$ cat config.mk
export PLATFORM = sky130hd
export DESIGN_NAME = cmd_slot_arbiter
export DESIGN_NICKNAME = d
export VERILOG_FILES = /design/src/rtl/cmd_slot_pkg.sv /design/src/rtl/slot_rr_picker.sv /design/src/rtl/slot_ptr_ctrl.sv /design/src/rtl/cmd_slot_arbiter.sv
export SDC_FILE = /design/constraint.sdc
export NUM_CORES = 1
export LEC_CHECK = 0
export BUFFER_PORTS_ARGS = -buffer_cell sky130_fd_sc_hd__buf_2
export CAP_MARGIN = 20
export CORE_MARGIN = 2
export CORE_UTILIZATION = 60
export CTS_CLUSTER_SIZE = 30
export DETAILED_ROUTE_END_ITERATION = 12
export HOLD_SLACK_MARGIN = 0.03
export PLACE_DENSITY = 0.84
export SLEW_MARGIN = 30
export SYNTH_ARGS = -nofsm -noshare
export SYNTH_HDL_FRONTEND = slang
export SYNTH_SLANG_ARGS = --single-unit
$ cat constraint.sdc
create_clock -name clk_i -period 13.7 [get_ports clk_i]
set_clock_uncertainty 0.2 [all_clocks]
set_input_delay 2.74 -clock clk_i [delete_from_list [all_inputs] [get_ports clk_i]]
set_output_delay 2.74 -clock clk_i [all_outputs]
set_load 0.1 [all_outputs]
$ cat src/rtl/cmd_slot_pkg.sv
package cmd_slot_pkg;
  localparam int unsigned SLOTS_DEFAULT = 32;

  // circular successor of a slot index
  function automatic int unsigned slot_succ(int unsigned cur, int unsigned n);
    return (cur + 1 >= n) ? 0 : cur + 1;
  endfunction
endpackage

$ cat src/rtl/slot_rr_picker.sv
module slot_rr_picker #(
  parameter int unsigned N = 32,
  localparam int unsigned W = $clog2(N)
) (
  input  logic         clk_i,
  input  logic         rst_ni,
  input  logic [N-1:0] req_i,
  input  logic [W-1:0] base_i,
  output logic         vld_o,
  output logic [W-1:0] idx_o
);
  logic [N-1:0] rot;
  logic [W-1:0] off;
  logic [W:0]   sum;

  // rotate so that the base slot lands on bit 0
  always_comb begin
    for (int i = 0; i < N; i++) begin
      int j;
      j = i + int'(base_i);
      if (j >= int'(N)) j = j - int'(N);
      rot[i] = req_i[j];
    end
  end

  always_comb begin
    off = '0;
    for (int i = N - 1; i >= 0; i--) begin
      if (rot[i]) off = W'(i);
    end
  end

  assign vld_o = |req_i;
  assign sum   = {1'b0, base_i} + {1'b0, off};
  assign idx_o = (sum >= (W+1)'(N)) ? W'(sum - (W+1)'(N)) : sum[W-1:0];

  AST_PICK_IS_SET: assert property (@(posedge clk_i) disable iff (!rst_ni)
    vld_o |-> req_i[idx_o]);
endmodule

$ cat src/rtl/slot_ptr_ctrl.sv
module slot_ptr_ctrl #(
  parameter int unsigned N = 32,
  localparam int unsigned W = $clog2(N)
) (
  input  logic         clk_i,
  input  logic         rst_ni,
  input  logic         start_i,
  input  logic         issue_i,
  input  logic [W-1:0] issue_idx_i,
  output logic [W-1:0] cur_o,
  output logic         run_o,
  output logic [W-1:0] base_o
);
  import cmd_slot_pkg::*;

  logic [W-1:0] cur_q;
  logic         run_q;
  logic         first_q;

  always_ff @(posedge clk_i or negedge rst_ni) begin
    if (!rst_ni) begin
      cur_q   <= '0;
      run_q   <= 1'b0;
      first_q <= 1'b0;
    end else begin
      run_q <= start_i;
      if (!start_i) begin
        cur_q   <= '0;
        first_q <= 1'b0;
      end else if (!run_q) begin
        first_q <= 1'b1;
      end else if (issue_i) begin
        cur_q   <= issue_idx_i;
        first_q <= 1'b0;
      end
    end
  end

  assign cur_o  = cur_q;
  assign run_o  = run_q;
  assign base_o = first_q ? '0 : W'(slot_succ(int'(cur_q), N));

  AST_RUN_RISES: assert property (@(posedge clk_i) disable iff (!rst_ni)
    start_i |=> run_o);
  AST_RUN_FALLS: assert property (@(posedge clk_i) disable iff (!rst_ni)
    !start_i |=> !run_o);
  AST_STOP_ZERO: assert property (@(posedge clk_i) disable iff (!rst_ni)
    !start_i |=> (cur_o == '0));
  AST_CUR_LOAD: assert property (@(posedge clk_i) disable iff (!rst_ni)
    issue_i |=> (cur_o == $past(issue_idx_i)));
  AST_CUR_HOLD: assert property (@(posedge clk_i) disable iff (!rst_ni)
    (start_i && !issue_i) |=> $stable(cur_o));
endmodule

$ cat src/rtl/cmd_slot_arbiter.sv
module cmd_slot_arbiter #(
  parameter int unsigned NUM_SLOTS = cmd_slot_pkg::SLOTS_DEFAULT,
  localparam int unsigned IW = $clog2(NUM_SLOTS)
) (
  input  logic                 clk_i,
  input  logic                 rst_ni,
  input  logic                 start_i,
  input  logic [NUM_SLOTS-1:0] pend_i,
  input  logic                 accept_i,
  output logic [IW-1:0]        slot_o,
  output logic                 valid_o,
  output logic [IW-1:0]        cur_slot_o,
  output logic                 running_o,
  output logic [NUM_SLOTS-1:0] done_mask_o
);
  logic [IW-1:0] base;
  logic          pick_vld;
  logic [IW-1:0] pick_idx;
  logic          issue;

  slot_rr_picker #(.N(NUM_SLOTS)) u_pick (
    .clk_i  (clk_i),
    .rst_ni (rst_ni),
    .req_i  (pend_i),
    .base_i (base),
    .vld_o  (pick_vld),
    .idx_o  (pick_idx)
  );

  slot_ptr_ctrl #(.N(NUM_SLOTS)) u_ptr (
    .clk_i       (clk_i),
    .rst_ni      (rst_ni),
    .start_i     (start_i),
    .issue_i     (issue),
    .issue_idx_i (pick_idx),
    .cur_o       (cur_slot_o),
    .run_o       (running_o),
    .base_o      (base)
  );

  assign valid_o = start_i && running_o && pick_vld;
  assign slot_o  = pick_idx;
  assign issue   = valid_o && accept_i;

  for (genvar g = 0; g < NUM_SLOTS; g++) begin : g_mask
    always_ff @(posedge clk_i or negedge rst_ni) begin
      if (!rst_ni) done_mask_o[g] <= 1'b0;
      else         done_mask_o[g] <= issue && (pick_idx == IW'(g));
    end
  end

  AST_NO_ISSUE_STOPPED: assert property (@(posedge clk_i) disable iff (!rst_ni)
    !start_i |-> !valid_o);
  AST_MASK_ONEHOT: assert property (@(posedge clk_i) disable iff (!rst_ni)
    $onehot0(done_mask_o));
  AST_MASK_HAS_CAUSE: assert property (@(posedge clk_i) disable iff (!rst_ni)
    (|done_mask_o) |-> $past(valid_o && accept_i));
  AST_ISSUE_MASK: assert property (@(posedge clk_i) disable iff (!rst_ni)
    (valid_o && accept_i) |=> done_mask_o[$past(slot_o)]);
endmodule

Word level (Yosys, flattened, before mapping)
Cells that the tools add are included.
- bits in registers: 39
- bits of input ports: 36
- output and inout bits: 44
- word-level logic and storage cells: 408
- add/subtract/negate cells: 66
- order comparisons: 66
- eq/ne operators: 34
- multiplexer cells: 169
- reductions and logical operators: 38
- operators with widths (operator ; number):
    $lt 32x7->1 const B ; 32
    $mux 32 ; 32
    $ge 32x7->1 const B ; 31
    $sub 32x7->32 const B ; 31
    $mux 5 ; 38
    $bmux 1 s5 ; 32
    $add 5x5->6 const A ; 16
    $eq 5x5->1 const B ; 16
    $mux 1 ; 67
    $add 4x5->6 const A ; 8
    $eq 5x4->1 const B ; 8
    $logic_and 1x1->1 ; 35
    $reduce_or 32->1 ; 1
    $add 3x5->6 const A ; 4
    $eq 5x3->1 const B ; 4
    $add 2x5->6 const A ; 2
    $ge 6x6->1 const B ; 2
    $eq 5x2->1 const B ; 2
    $sub 5x6->7 const B ; 1
    $add 1x5->6 const A ; 1
    $add 5x1->6 const B ; 1
    $add 5x5->6 ; 1
    $ge 5x6->1 const B ; 1
    $eq 5x1->1 const B ; 1
    5 further kinds ; 6

Longest topological paths before layout
- word-level depth: 48
- mapped depth: 29
- mapped depth without buffers: 26

Cells and area by module
Synthesis repeated with hierarchy kept, for this count alone.
- cell total of the unflattened synthesis: 410
- area, all modules: 4843.4 um^2
- modules (own cells, without submodules) (module ; instances ; cells each ; area an instance (um^2) ; sequential area each (um^2)):
    slot_rr_picker ; 1 ; 285 ; 3228.1 ; 0.0
    cmd_slot_arbiter ; 1 ; 87 ; 1255.0 ; 800.8
    slot_ptr_ctrl ; 1 ; 38 ; 360.3 ; 175.2

Least setup slack after synthesis
No wires, ideal clock.
- kind: register to output
- from: register u_ptr.cur_q[3] (netlist: u_ptr.cur_o[3])
- to: output slot_o[4]
- arrival: 6.545 ns
- required time: 10.760 ns
- slack: 4.215 ns
- stages on the path, launching flop included: 27
- buffers on the path: 5
- cell sequence: dfrtp_1 > buf_2 > nand2_1 > o211ai_1 > buf_2 > buf_2 > inv_1 > ha_1 > nor2b_1 > nor3_1 > or3_1 > buf_2 > mux4_2 > mux2_2 > nor3_1 > nor2_1 > nor2_1 > nand3_1 > o41a_1 > fa_1 > inv_1 > a21o_1 > a21oi_1 > xnor2_1 > xor2_2 > inv_2 > buf_6
- word-level cells in the longest chain between the ends: 45
- elaborated cells on any way between the ends: 263
- classes of those cells: add/sub (66); order compare (34); mux (163)
- ends and longest elaborated chain (item ; RTL line ; source):
    from (decl) ; slot_ptr_ctrl.sv:16 ; logic [W-1:0] cur_q;
    from (signal assigned) ; slot_ptr_ctrl.sv:33 ; cur_q <= issue_idx_i;
    $add 5x1->6 (*) ; cmd_slot_pkg.sv:6 ; return (cur + 1 >= n) ? 0 : cur + 1;
    $ge 6x6->1 ; cmd_slot_pkg.sv:6 ;
    $mux 5 (*) ; cmd_slot_pkg.sv:6 ;
    $mux 5 (*) ; slot_ptr_ctrl.sv:41 ; assign base_o = first_q ? '0 : W'(slot_succ(int'(cur_q), N));
    $add 5x5->6 ; slot_rr_picker.sv:20 ; j = i + int'(base_i);
    $sub 32x7->32 / $ge 32x7->1 (equally long branches) ; slot_rr_picker.sv:21 ; if (j >= int'(N)) j = j - int'(N);
    $mux 32 ; slot_rr_picker.sv:21 ;
    $bmux 1 s5 ; slot_rr_picker.sv:22 ; rot[i] = req_i[j];
    $mux 1 (not written as such) (2 in a row) ; slot_rr_picker.sv:22 ;
    $mux 5 (32 in a row) ; slot_rr_picker.sv:29 ; if (rot[i]) off = W'(i);
    $add 5x5->6 (*) ; slot_rr_picker.sv:34 ; assign sum = {1'b0, base_i} + {1'b0, off};
    $sub 5x1->5 / $ge 6x6->1 (equally long branches) ; slot_rr_picker.sv:35 ; assign idx_o = (sum >= (W+1)'(N)) ? W'(sum - (W+1)'(N)) : sum[W-1:0];
    $mux 5 (*) ; slot_rr_picker.sv:35 ;
    to (decl) ; cmd_slot_arbiter.sv:10 ; output logic [IW-1:0] slot_o,
Mark *: on every way between the ends. The rest lies on a longest branch, timed or not. The select of a mux whose other input is x is not followed.

Worst setup path after layout
- from: register u_ptr.first_q
- to: output slot_o[4]
- word-level cells in the longest chain between the ends: 42
- elaborated cells on any way between the ends: 260
- classes of those cells: add/sub (65); order compare (33); mux (162)
- ends and longest elaborated chain (item ; RTL line ; source):
    from (decl) ; slot_ptr_ctrl.sv:18 ; logic first_q;
    from (signal assigned) ; slot_ptr_ctrl.sv:24 ; first_q <= 1'b0;
    from (signal assigned) ; slot_ptr_ctrl.sv:29 ; first_q <= 1'b0;
    from (signal assigned) ; slot_ptr_ctrl.sv:31 ; first_q <= 1'b1;
    $mux 5 (*) ; slot_ptr_ctrl.sv:41 ;
    $add 5x5->6 ; slot_rr_picker.sv:20 ;
    $sub 32x7->32 / $ge 32x7->1 (equally long branches) ; slot_rr_picker.sv:21 ;
    $mux 32 ; slot_rr_picker.sv:21 ;
    $bmux 1 s5 ; slot_rr_picker.sv:22 ;
    $mux 1 (not written as such) (2 in a row) ; slot_rr_picker.sv:22 ;
    $mux 5 (32 in a row) ; slot_rr_picker.sv:29 ;
    $add 5x5->6 (*) ; slot_rr_picker.sv:34 ;
    $sub 5x1->5 / $ge 6x6->1 (equally long branches) ; slot_rr_picker.sv:35 ;
    $mux 5 (*) ; slot_rr_picker.sv:35 ;
Marks and branches as above.

==> results.json <==
{
  "drive_above_1_share_pct": 24.0,
  "die_h_um": 99.0,
  "synth_seq_cells": 39,
  "critical_path_arrival_ns": 7.66,
  "setup_tns_ns": 0,
  "port_buffers": 79,
  "synth_edf_count": 0,
  "highest_layer": "met4",
  "cts_setup_buffers": 0,
  "maxSlewViolCount": 0,
  "setup_viol": 0,
  "nets": 704,
  "synth_nets": 639,
  "boundaryPins": 80,
  "wl_met2_mm": 7.33,
  "synthCells": 584,
  "cts_tree": "yes",
  "ys.warnings.count": 0,
  "diodes": 0,
  "numCtsBuffers": 5,
  "cp-end-kind": "output pin",
  "fmaxAchievable_mhz": 94.4,
  "rsz0062_at_grt": "false",
  "hold_path_class": "reg -> reg",
  "clock-root-buffer": "clkbuf_8",
  "yosysUniqueCellTypes": 63,
  "synthArstFlopShare_pct": 100,
  "cts_buffer_depth": 2,
  "worstSetupPathType": "reg -> out",
  "syn_avg_cell_area_um2": 9.27,
  "core-area_um2": 8720,
  "max_cap_violations": 0,
  "relSlewSlack_pct": 41.1,
  "synthesis.area_um2": 5410,
  "yosysSeqAreaShare_pct": 18.0,
  "clk_latency_ns": 0.30,
  "route.detailed.wl_per_inst_um": 20.7,
  "track_usage_pct": 31.3,
  "first_global_vias": 5008,
  "antenna_found_initial": 0,
  "rows": 34,
  "dr.pass1.iters": 7,
  "status": "complete, no violations",
  "required_ns": 10.76,
  "grt_max_degree": 44,
  "drt-total-wl_mm": 15.7,
  "remaining_drc_errors": 0,
  "viasPerCell": 6.91,
  "hold_buffers": 0,
  "met3WireLength_mm": 1.14,
  "antenna_left": 0,
  "die-area_um2": 9800,
  "gp_congestion": 1.02,
  "area_growth_pct": 10.7,
  "first_iter_violations": 458,
  "grt_pass1_wl_mm": 25.1,
  "hold_viol_final": 0,
  "cts_max_level": 2,
  "met1_length_mm": 6.37,
  "tightest_slew_ns": 0.878,
  "clock-sinks": 39,
  "cp-start-kind": "register",
  "finalCriticalPeriod_ns": 10.60,
  "critPathMaxFanout": 33,
  "dp_hpwl_mm": 12.4,
  "grt-ovfl-total": 0,
  "start_util_pct": 62.1,
  "vias": 5234,
  "cts_resized": 0,
  "path_clk_slew_ns": 0.09,
  "fin_crit_sh_pct": 77.3,
  "ys.flop_type": "dfrtp_1",
  "die_x_um": 99.0
}
cells in the mapped netlist (13+ instances only):
cell,n,area share (%)
a21oi_1,23,2.1
dfrtp_1,39,18
mux2i_1,152,28
inv_1,23,1.6
o21ai_0,13,1.2
ha_1,18,4.2
and3_1,15,1.7
xnor2_1,19,3.1
buf_2,13,1.2
nor2_1,37,2.6
mux4_2,26,11
nand2_1,44,3.1
worst max-delay path, stage by stage, from the launching register on:
cell and delay (ns):
dfrtp_1 0.72, inv_1 0.19, o211ai_1 0.14, buf_4 0.45, inv_1 0.31, ha_1 0.34
nor2b_1 0.17, nor3_1 0.14, buf_4 0.25, or3_1 0.43, mux4_2 0.64, mux2_2 0.31
nor3_1 0.15, nor2_1 0.11, nor2_1 0.17, nand3_1 0.12, o41a_1 0.46, fa_1 0.44
inv_1 0.07, a21o_1 0.11, a21oi_1 0.07, xnor2_1 0.24, xor2_2 0.60, inv_2 0.31
buf_2 0.38
registers in the layout, summed over array words and instances, names as in the netlist:
name           flops
done_mask_o       32
u_ptr.first_q      1
u_ptr.run_o        1
u_ptr.cur_o        5
per-layer routing:
metal | track usage [%] | vias up
met1 | 41.0 | 2476
met4 | 15.9 | 0
met3 | 3.97 | 70
li1 | - | 2351
met5 | 0 | -
met2 | 51.0 | 337
area by class of cell:
type / instances / area, µm²
fillers: 682 / 2730
flip-flops and latches: 39 / 976
inverters: 28 / 105
clock buffers: 5 / 68.8
multi-input cells: 489 / 4220
well taps: 108 / 135
repair buffers: 86 / 448
clock inverters: 3 / 43.8
path summary, 6_finish.rpt:
kind,startpoint,end,slack (ns),cells past startpoint
max,u_ptr.first_q$_DFFE_PN0P_,slot_o[4],3.10,24
min reg2reg,u_ptr.run_o$_DFF_PN0_,u_ptr.first_q$_DFFE_PN0P_,0.31,1
min in group asynchronous,rst_ni,u_ptr.cur_o[1]$_DFFE_PN0P_,2.33,1
min,u_ptr.run_o$_DFF_PN0_,u_ptr.first_q$_DFFE_PN0P_,0.31,1
max reg2reg,u_ptr.first_q$_DFFE_PN0P_,done_mask_o[21]$_DFF_PN0_,6.17,24
max in group asynchronous,rst_ni,done_mask_o[5]$_DFF_PN0_,10.42,1
placed cells by master, fill, tap and decap left out, drive strengths merged, types with 12 or more instances in the layout:
master | Yosys | layout
mux2i | 152 | 152
buf | 19 | 86
nor2 | 46 | 46
nand2 | 44 | 44
dfrtp | 39 | 39
mux4 | 26 | 26
inv | 26 | 26
a21oi | 23 | 23
xnor2 | 21 | 21
ha | 18 | 18
and3 | 15 | 15
o21ai | 13 | 13
nand3 | 12 | 12
through the flow:
step | area (µm²) | setup slack, ns | util, % | hold slack, ns | std cells
finish | 5990 | 3.10 | 68.7 | 0.305 | 758
detailed placement | 5870 | 3.34 | 67.3 | 0.285 | 750
global route | 5990 | 2.67 | 68.7 | 0.326 | 758
CTS | 5980 | 3.25 | 68.6 | 0.292 | 758
floorplan | 5410 | 4.22 | - | 0.568 | 584
global placement | 5860 | 3.54 | 67.2 | 0.283 | 750
cell families after synthesis:
kind of cell / count (synthesis) / share of synthesized area, %
muxes: 186 / 40.6
xor gates and xnor gates: 25 / 4.46
and+or+nand+nor: 163 / 15.3
AOI/OAI and AO/OA: 96 / 12.6
buffers and inverters: 56 / 4.55
adders and majority gates: 19 / 4.53
DFF: 39 / 18.0
Power is not shown: default switching activity piles up to over one toggle a cycle in this logic, so the estimate is an artifact.
